==> src/rtl/psd_pkg.sv <==
package psd_pkg;
  localparam int A_W = 7;
  localparam int B_W = 11;
  localparam int B_MIN = 3;

  typedef struct packed {
    logic [A_W-1:0] a;
    logic [B_W-1:0] b;
    logic           plarge;
  } psd_cfg_t;
endpackage

==> src/rtl/psd_clamp.sv <==
module psd_clamp
  import psd_pkg::*;
#(
  parameter int A_MAX = 127
) (
  input  logic [A_W-1:0] a_in,
  input  logic [B_W-1:0] b_in,
  input  logic           sel_in,
  output psd_cfg_t       cfg_out,
  output logic           bad
);
  localparam logic [A_W-1:0] A_LIM = A_W'(A_MAX);

  logic [B_W-1:0] b_eff;
  logic [A_W-1:0] a_lim;
  logic [B_W-1:0] a_ext;

  always_comb begin
    b_eff = (b_in < B_W'(B_MIN)) ? B_W'(B_MIN) : b_in;
    a_lim = (a_in > A_LIM) ? A_LIM : a_in;
    a_ext = {{(B_W-A_W){1'b0}}, a_lim};
    cfg_out.b = b_eff;
    cfg_out.a = (a_ext > b_eff) ? b_eff[A_W-1:0] : a_lim;
    cfg_out.plarge = sel_in;
    bad = (b_in < B_W'(B_MIN)) || (a_in > A_LIM) ||
          ({{(B_W-A_W){1'b0}}, a_in} > b_eff);
  end
endmodule

==> src/rtl/psd_prescaler.sv <==
module psd_prescaler #(
  parameter int P_SMALL = 64,
  parameter int P_LARGE = 128
) (
  input  logic clk,
  input  logic rst_n,
  input  logic clr,
  input  logic hold,
  input  logic mod_hi,
  input  logic plarge,
  output logic tick
);
  localparam int PC_W = $clog2(P_LARGE + 1);

  logic [PC_W-1:0] pc;
  logic [PC_W-1:0] term;

  always_comb begin
    term = plarge ? PC_W'(P_LARGE) : PC_W'(P_SMALL);
    if (!mod_hi) term = term - PC_W'(1);
    tick = !clr && !hold && (pc == term);
  end

  always_ff @(posedge clk or negedge rst_n) begin
    if (!rst_n)    pc <= '0;
    else if (clr)  pc <= '0;
    else if (hold) pc <= pc;
    else if (tick) pc <= '0;
    else           pc <= pc + PC_W'(1);
  end

  // a frozen prescaler keeps its phase
  p_hold_freeze_r8: assert property (@(posedge clk) disable iff (!rst_n)
    hold |=> $stable(pc));
endmodule

==> src/rtl/psd_swallow.sv <==
module psd_swallow
  import psd_pkg::*;
(
  input  logic     clk,
  input  logic     rst_n,
  input  logic     clr,
  input  logic     tick,
  input  psd_cfg_t cfg_in,
  output logic     mod_hi,
  output logic     plarge,
  output logic     pulse,
  output logic     reload
);
  psd_cfg_t       act;
  logic [A_W-1:0] a_cnt;
  logic [B_W-1:0] b_cnt;
  logic           last;

  assign last   = tick && (b_cnt == act.b - B_W'(1));
  assign reload = clr || last;
  assign plarge = act.plarge;

  always_ff @(posedge clk or negedge rst_n) begin
    if (!rst_n) begin
      act    <= '{a: '0, b: B_W'(B_MIN), plarge: 1'b0};
      a_cnt  <= '0;
      b_cnt  <= '0;
      mod_hi <= 1'b0;
      pulse  <= 1'b0;
    end else if (reload) begin
      act    <= cfg_in;
      a_cnt  <= '0;
      b_cnt  <= '0;
      mod_hi <= (cfg_in.a != '0);
      pulse  <= last;
    end else begin
      pulse <= 1'b0;
      if (tick) begin
        b_cnt <= b_cnt + B_W'(1);
        if (mod_hi) begin
          a_cnt <= a_cnt + A_W'(1);
          if (a_cnt + A_W'(1) == act.a) mod_hi <= 1'b0;
        end
      end
    end
  end

  // pulse lasts one cycle
  p_pulse_single_r1: assert property (@(posedge clk) disable iff (!rst_n)
    pulse |=> !pulse);
  // no pulse out of a cleared state
  p_clr_quiet_r7: assert property (@(posedge clk) disable iff (!rst_n)
    clr |=> !pulse);
  // modulus control only rises at a reload
  p_mod_rise_r2: assert property (@(posedge clk) disable iff (!rst_n)
    $rose(mod_hi) |-> $past(reload));
  // loaded values always lie in the legal range
  p_legal_cfg_r5: assert property (@(posedge clk) disable iff (!rst_n)
    ({{(B_W-A_W){1'b0}}, act.a} <= act.b) && (act.b >= B_W'(B_MIN)));
endmodule

==> src/rtl/pswallow_divider.sv <==
module pswallow_divider
  import psd_pkg::*;
#(
  parameter int P_SMALL = 64,
  parameter int P_LARGE = 128,
  parameter int A_MAX   = 127
) (
  input  logic           clk,
  input  logic           rst_n,
  input  logic [A_W-1:0] a_val,
  input  logic [B_W-1:0] b_val,
  input  logic           p_sel,
  input  logic           cnt_rst,
  input  logic           pwr_dn,
  output logic           div_pulse,
  output logic           mod_ctl,
  output logic           prog_err
);
  psd_cfg_t cfg_c;
  logic     bad_c;
  logic     primed;
  logic     clr;
  logic     hold;
  logic     tick;
  logic     plarge;
  logic     reload;

  assign clr  = cnt_rst || !primed;
  assign hold = pwr_dn && !clr;

  always_ff @(posedge clk or negedge rst_n) begin
    if (!rst_n) begin
      primed   <= 1'b0;
      prog_err <= 1'b0;
    end else begin
      primed   <= 1'b1;
      prog_err <= prog_err || (reload && bad_c);
    end
  end

  psd_clamp #(.A_MAX(A_MAX)) clamp_i (
    .a_in(a_val), .b_in(b_val), .sel_in(p_sel),
    .cfg_out(cfg_c), .bad(bad_c)
  );

  psd_prescaler #(.P_SMALL(P_SMALL), .P_LARGE(P_LARGE)) pre_i (
    .clk(clk), .rst_n(rst_n), .clr(clr), .hold(hold),
    .mod_hi(mod_ctl), .plarge(plarge), .tick(tick)
  );

  psd_swallow sw_i (
    .clk(clk), .rst_n(rst_n), .clr(clr), .tick(tick), .cfg_in(cfg_c),
    .mod_hi(mod_ctl), .plarge(plarge), .pulse(div_pulse), .reload(reload)
  );

  // error flag is sticky
  p_err_sticky_r6: assert property (@(posedge clk) disable iff (!rst_n)
    prog_err |=> prog_err);
  // powerdown freezes modulus control and blocks pulses
  p_pd_freeze_r8: assert property (@(posedge clk) disable iff (!rst_n)
    (pwr_dn && !cnt_rst && primed) |=> ($stable(mod_ctl) && !div_pulse));
  // counter reset wins over powerdown
  p_rst_wins_r9: assert property (@(posedge clk) disable iff (!rst_n)
    (cnt_rst && pwr_dn) |=> !div_pulse);
endmodule

==> config.mk <==
export PLATFORM = sky130hd
export DESIGN_NAME = pswallow_divider
export DESIGN_NICKNAME = d
export VERILOG_FILES = /design/src/rtl/psd_pkg.sv /design/src/rtl/psd_clamp.sv /design/src/rtl/psd_prescaler.sv /design/src/rtl/psd_swallow.sv /design/src/rtl/pswallow_divider.sv
export SDC_FILE = /design/constraint.sdc
export NUM_CORES = 1
export LEC_CHECK = 0
export BUFFER_PORTS_ARGS = -buffer_cell sky130_fd_sc_hd__buf_2
export CAP_MARGIN = 20
export CORE_UTILIZATION = 65
export CTS_BUF_LIST = sky130_fd_sc_hd__clkbuf_2 sky130_fd_sc_hd__clkbuf_4 sky130_fd_sc_hd__clkbuf_8
export CTS_CLUSTER_DIAMETER = 100
export DETAILED_ROUTE_END_ITERATION = 6
export PLACE_DENSITY_LB_ADDON = 0.2
export SLEW_MARGIN = 10
export SYNTH_ARGS = -nofsm -noshare
export SYNTH_HDL_FRONTEND = slang
export SYNTH_SLANG_ARGS = --single-unit
==> constraint.sdc <==
create_clock -name clk -period 4.7 [get_ports clk]
set_input_delay 0.47 -clock clk [delete_from_list [all_inputs] [get_ports clk]]
set_output_delay 0.47 -clock clk [all_outputs]
set_load 0.02 [all_outputs]
==> results.json, run 1 <==
{
  "cts_resized": 0,
  "dr.first_iter.drc_count": 166,
  "start_kind": "input pin",
  "grt_setup_unrepaired": "false",
  "grt.total_usage": 0.2817,
  "insertion_delay_ps": 310,
  "routed_via_density": 6.177,
  "final_area_um2": 3556,
  "max_freq_ghz": 0.3066,
  "yosys.cell_types.count": 55,
  "rr_worst_depth": 7,
  "period_needed_ps": 3261,
  "dp_cells": 426,
  "power_mw": 0.9215,
  "num-nets-final": 408,
  "clk_path_buf_depth": 2,
  "async_flop_share": 1.000,
  "synth_edf_count": 0,
  "r2r_slack_ps": 1600,
  "end_kind": "flip-flop",
  "synth_area_leaders": "dfrtp_1 36%, ha_1 7.2%, mux2_1 5.8%",
  "fillCellCount": 360,
  "p_per_area_nw_per_um2": 259.1,
  "totalWireLength_mm": 6.920,
  "clock_skew_ps": 5.415,
  "initial_core_util": 0.6881,
  "tns_ps": 0,
  "syn_inst": 348,
  "yosys_warnings": 0,
  "htree_num_levels": 2,
  "portBuffers": 25,
  "routabilityCongestion": 0.8449,
  "ys_seq_area_frac": 0.3731,
  "path_max_fanout": 8,
  "netlist.area_leader.share": 0.3571,
  "crit_arrival_ps": 3450,
  "grt_overflow": 0,
  "hold_buffers": 0,
  "synth_area_per_cell_um2": 9.463,
  "reg2reg_to": "sw_i.act[17]",
  "syn_area_um2": 3293,
  "areaGrowthSynthToFinish_pct": 7.979,
  "yosys.area.top_type": "dfrtp_1",
  "fp-row-count": 25,
  "drive_gt1_frac": 0.1444,
  "coreArea_um2": 4786,
  "worst-setup-path-type": "input pin to flip-flop",
  "cts_root_buf": "clkbuf_8",
  "most-common-layout-cells": "47 x dfrtp_1, 35 x nor2_1, 24 x buf_2",
  "cts_tree": "yes",
  "avgRoutedWirePerCell_um": 15.94,
  "syn_nets": 390,
  "hold_viol": 0,
  "synth_top_flop_cell": "dfrtp_1",
  "die_w_um": 73.18,
  "dr_total_vias": 2681,
  "status": "completed",
  "cts_inserted_buffers": 5,
  "dr.pass1.iters": 5,
  "diodes": 0,
  "fin_util": 0.7430,
  "ys_ff_latch": 49,
  "die_area_um2": 5355,
  "post-route-period-util": 0.6939,
  "slew_headroom": 0.4633,
  "grt_pass1_vias": 2479,
  "required_ps": 4890,
  "cts.sinks": 49,
  "hold_path.class": "input pin to async pin",
  "dpl_cell_area_um2": 3437,
  "final_common_cell": "dfrtp_1",
  "irDropWorstVdd_mv": 0.1416,
  "postRouteAntennaNets": 0,
  "route.detailed.drc": 0,
  "setup_viol": 0,
  "grt_antenna_before_repair": 0,
  "fin_cells": 434,
  "dpl.hpwl_mm": 4.910,
  "r2r_start": "sw_i.act[3]",
  "clkSlewWorstSetupHoldPaths_ps": 100,
  "leakagePower_nw": 1.569,
  "post_cts.repair.setup_buffers": 0,
  "grt_max_degree": 50,
  "ios": 26,
  "report.final.slew_viol_count": 0,
  "cap_violations": 0,
  "grt_pass1_wl_mm": 11.43,
  "die_y_um": 73.18,
  "tightestPinTransition_ps": 798.9
}
[Yosys cell counts (3+ instances only)]
| cell type | n |
|---|---|
| a21oi_1 | 8 |
| and2_1 | 4 |
| and3_1 | 6 |
| clkbuf_1 | 11 |
| dfrtp_1 | 47 |
| ha_1 | 19 |
| inv_1 | 15 |
| mux2_1 | 17 |
| mux2_2 | 6 |
| mux2i_1 | 7 |
| nand2_1 | 22 |
| nand2b_1 | 3 |
| nand3_1 | 11 |
| nand4_1 | 12 |
| nor2_1 | 35 |
| nor2b_1 | 3 |
| nor3_1 | 5 |
| nor3b_1 | 3 |
| nor4_1 | 6 |
| nor4b_1 | 3 |
| o211ai_1 | 3 |
| o21ai_0 | 13 |
| o22ai_1 | 5 |
| o31ai_1 | 5 |
| or2_2 | 5 |
| or4_1 | 4 |
| xnor2_1 | 15 |
| xor2_1 | 21 |
[routing by layer]
layer | wire length [um] | share of wire | global-route usage | vias to the layer above
met3 | 267 | 0.039 | 0.04144 | 13
met1 | 3173 | 0.46 | 0.3712 | 1310
li1 | - | - | - | 1278
met4 | 158 | 0.023 | 0.1111 | 0
met5 | 0 | 0 | 0 | -
met2 | 3321 | 0.48 | 0.4671 | 80
[report_power, final]
| group | internal [mW] | switching [mW] | leakage, nW |
|---|---|---|---|
| sequential | 0.441 | 0.0211 | 0.628 |
| combinational | 0.0611 | 0.0827 | 0.883 |
| clock | 0.162 | 0.153 | 0.0591 |
| total | 0.664 | 0.257 | 1.57 |
[registers in the layout, indices dropped and copies added, names as in the netlist]
name	count
pre_i.pc	8
primed	1
prog_err	1
sw_i.a_cnt	7
sw_i.act	18
sw_i.b_cnt	11
sw_i.mod_hi	1
sw_i.plarge	1
sw_i.pulse	1
[through the flow]
step / setup slack (ps) / hold slack [ps]
final: 1439 / 179.4
after global routing: 1179 / 213.8
after CTS: 1493 / 368.2
after detailed placement: 1165 / 439.7
after global placement: 1346 / 447.6
after floorplan: 1166 / 174.4
[critical path, stage by stage]
cell and delay [ps]:
buf_2 110, or4_1 580, nor3_1 290, nor2_1 150
ha_1 340, nor2b_1 140, o21ai_0 160, a21oi_1 100
o31ai_1 250, buf_4 210, mux2_2 340, mux2_1 310
[logic make-up after synthesis]
logic type	share of synthesized area
and+or+nand+nor	0.2014
adders and majority gates	0.07219
DFF	0.3731
muxes	0.09992
buffers and inverters	0.04369
other	0.001139
xor gates and xnor gates	0.09575
AOI/OAI and AO/OA	0.1128
[cell type report]
| cell class | instances | area (um^2) | area share |
|---|---|---|---|
| Timing Repair Buffer | 28 | 150.1 | 0.04222 |
| Tap cell | 67 | 83.83 | 0.02357 |
| Multi-Input combinational cell | 267 | 1921 | 0.5401 |
| Clock inverter | 3 | 47.55 | 0.01337 |
| Sequential cell | 49 | 1229 | 0.3455 |
| Inverter | 15 | 56.30 | 0.01583 |
| Clock buffer | 5 | 68.82 | 0.01935 |
[worst max-delay path by stage]
| stage | cells after the start | end | startpoint | slack (ps) |
|---|---|---|---|---|
| after floorplan | 10 | sw_i.act[12] | b_val[10] | 1170 |
| after global placement | 12 | sw_i.act[15] | b_val[10] | 1350 |
| after detailed placement | 12 | sw_i.act[14] | b_val[10] | 1160 |
| after CTS | 12 | sw_i.act[14] | b_val[10] | 1490 |
| after global routing | 12 | sw_i.act[17] | b_val[10] | 1180 |
| final | 12 | sw_i.act[17] | b_val[10] | 1440 |
(Power assumes the default switching activity.)
==> run 2: changes to the inputs <==
Settings changed: CORE_UTILIZATION 65 to 56.
Clock period 4.7 ns to 2.97 ns, I/O delays scaled along.
==> run 2 against run 1 <==
Compared with the run above: the run now ends with negative hold slack left; critical path depth did not move; clock power grew 61%; largest cell class unchanged; worst hold slack worse by 190 ps; count of clock-buffer cells in the layout stayed put.
==> results.json, run 2 (synthesized netlist as in run 1, its figures left out) <==
{
  "most-common-layout-cells": "47 x dfrtp_1, 35 x nor2_1, 24 x buf_2",
  "largest_reg_flops": 18,
  "largest_registers": "sw_i.act (18), sw_i.b_cnt (11), pre_i.pc (8)",
  "p_comb_frac": 0.160,
  "insertion_delay_ps": 320,
  "worst-setup-path-type": "input pin to flip-flop",
  "critPathLaunch": "b_val[10]",
  "timing.final.ws_setup_ps": 150.2,
  "cts_inserted_buffers": 5,
  "fin_cells": 449,
  "clkSlewWorstSetupHoldPaths_ps": 100,
  "grt_pass1_vias": 2623,
  "switchingPower_mw": 0.4146,
  "cap_violations": 0,
  "tightestPinTransition_ps": 627.3,
  "cts_root_buf": "clkbuf_8",
  "hold_buffers": 0,
  "grt_pass1_wl_mm": 11.97,
  "required_ps": 3180,
  "num-nets-final": 418,
  "seqPwrFrac": 0.495,
  "dpl_worst_slack_ps": -211.5,
  "htree_num_levels": 2,
  "grt_antenna_before_repair": 0,
  "route.detailed.drc": 0,
  "coreArea_um2": 5574,
  "setup_viol": 0,
  "dr.first_iter.drc_count": 155,
  "ios": 26,
  "p_per_area_nw_per_um2": 400.2,
  "post-route-period-util": 0.9494,
  "cts_tree": "yes",
  "dr.pass1.iters": 4,
  "r2r_start": "sw_i.act[4]",
  "drive_gt1_frac": 0.1777,
  "final_common_cell": "dfrtp_1",
  "diodes": 0,
  "clk_path_buf_depth": 2,
  "switching_share": 0.2808,
  "hold_path.class": "input pin to async pin",
  "start_kind": "input pin",
  "die_w_um": 78.69,
  "max_flop_register": "sw_i.act",
  "tns_ps": 0,
  "dr_total_vias": 2677,
  "routed_via_density": 5.962,
  "fillCellCount": 464,
  "p_int_mw": 1.062,
  "grt_max_degree": 50,
  "irDropWorstVdd_mv": 0.3037,
  "multi_input_area_um2": 1954,
  "dpl.hpwl_mm": 5.067,
  "dp_cells": 441,
  "clock_skew_ps": 9.100,
  "grt.total_usage": 0.2505,
  "max_freq_ghz": 0.3546,
  "whs_ps": -12.40,
  "portBuffers": 25,
  "die_y_um": 78.69,
  "initial_core_util": 0.5908,
  "grt_overflow": 0,
  "fin_util": 0.6620,
  "report.final.slew_viol_count": 0,
  "avgRoutedWirePerCell_um": 15.48,
  "fp-row-count": 27,
  "end_kind": "flip-flop",
  "crit_arrival_ps": 3030,
  "grt_setup_unrepaired": "false",
  "slew_headroom": 0.5818,
  "areaGrowthSynthToFinish_pct": 12.04,
  "die_area_um2": 6191,
  "totalWireLength_mm": 6.952,
  "seqCellArea_um2": 1229,
  "path_max_fanout": 8,
  "violations": "negative hold slack",
  "leakagePower_nw": 1.633,
  "hold_viol": 8,
  "clockPowerShare": 0.345,
  "post_cts.repair.setup_buffers": 0,
  "routabilityCongestion": 0.9113,
  "cts.sinks": 49,
  "postRouteAntennaNets": 0,
  "status": "finished, violations left",
  "period_needed_ps": 2820
}
==> run 2: repair_timing <==
action | CTS | global route
setup endpoints to repair | 0 | 17
gates resized for setup | 0 | 4
hold endpoints to repair | 0 | 0
==> run 2: path summary, 6_finish.rpt <==
check | endpoint | slack, ps | cells past startpoint
hold reg to reg | prog_err | 470 | 1
min in group clk | sw_i.plarge | 200 | 2
hold / removal | pre_i.pc[0] | -10 | 1
setup reg to reg | sw_i.act[14] | 150 | 7
max in group asynchronous | sw_i.pulse | 2560 | 1
setup / recovery | sw_i.act[14] | 150 | 12
==> run 2: through the flow <==
stage,cell area [um^2],total power [mW]
2_1_floorplan,3316,0.8924
3_5_place_dp,3553,0.9770
6_report,3690,1.477
3_3_place_gp,3553,0.9692
5_1_grt,3690,1.544
4_1_cts,3672,1.484
==> run 2: worst max-delay path: stages <==
cell and delay, ps:
buf_2 110, or4_4 560, nor3_4 230, nor2_1 80, ha_1 310, nor2b_1 130
o21ai_0 140, a21oi_1 120, o31ai_4 250, buf_6 160, mux2_2 330, mux2_1 300
==> run 2: routing by layer <==
metal / part of all wire / track usage / vias to the layer above
li1: - / - / 1299
met1: 0.47 / 0.3266 / 1307
met2: 0.47 / 0.4035 / 55
met3: 0.034 / 0.04767 / 16
met4: 0.024 / 0.1093 / 0
met5: 0 / 0 / -
==> run 2: cell type report <==
class / instances / area share
multi-input cells: 267 / 0.5297
flip-flops and latches: 49 / 0.3330
repair buffers: 38 / 0.06545
well taps: 72 / 0.02442
clock buffers: 5 / 0.01865
inverters: 15 / 0.01526
clock inverters: 3 / 0.01356
==> run 2: power by group through the flow <==
stage               clock network (mW)  logic, mW  registers [mW]
floorplan                            0      0.156           0.736
global placement                     0      0.228           0.741
global route                     0.544      0.264           0.735
finish                           0.509      0.237           0.731
detailed placement                   0      0.234           0.743
CTS                              0.519      0.236           0.730
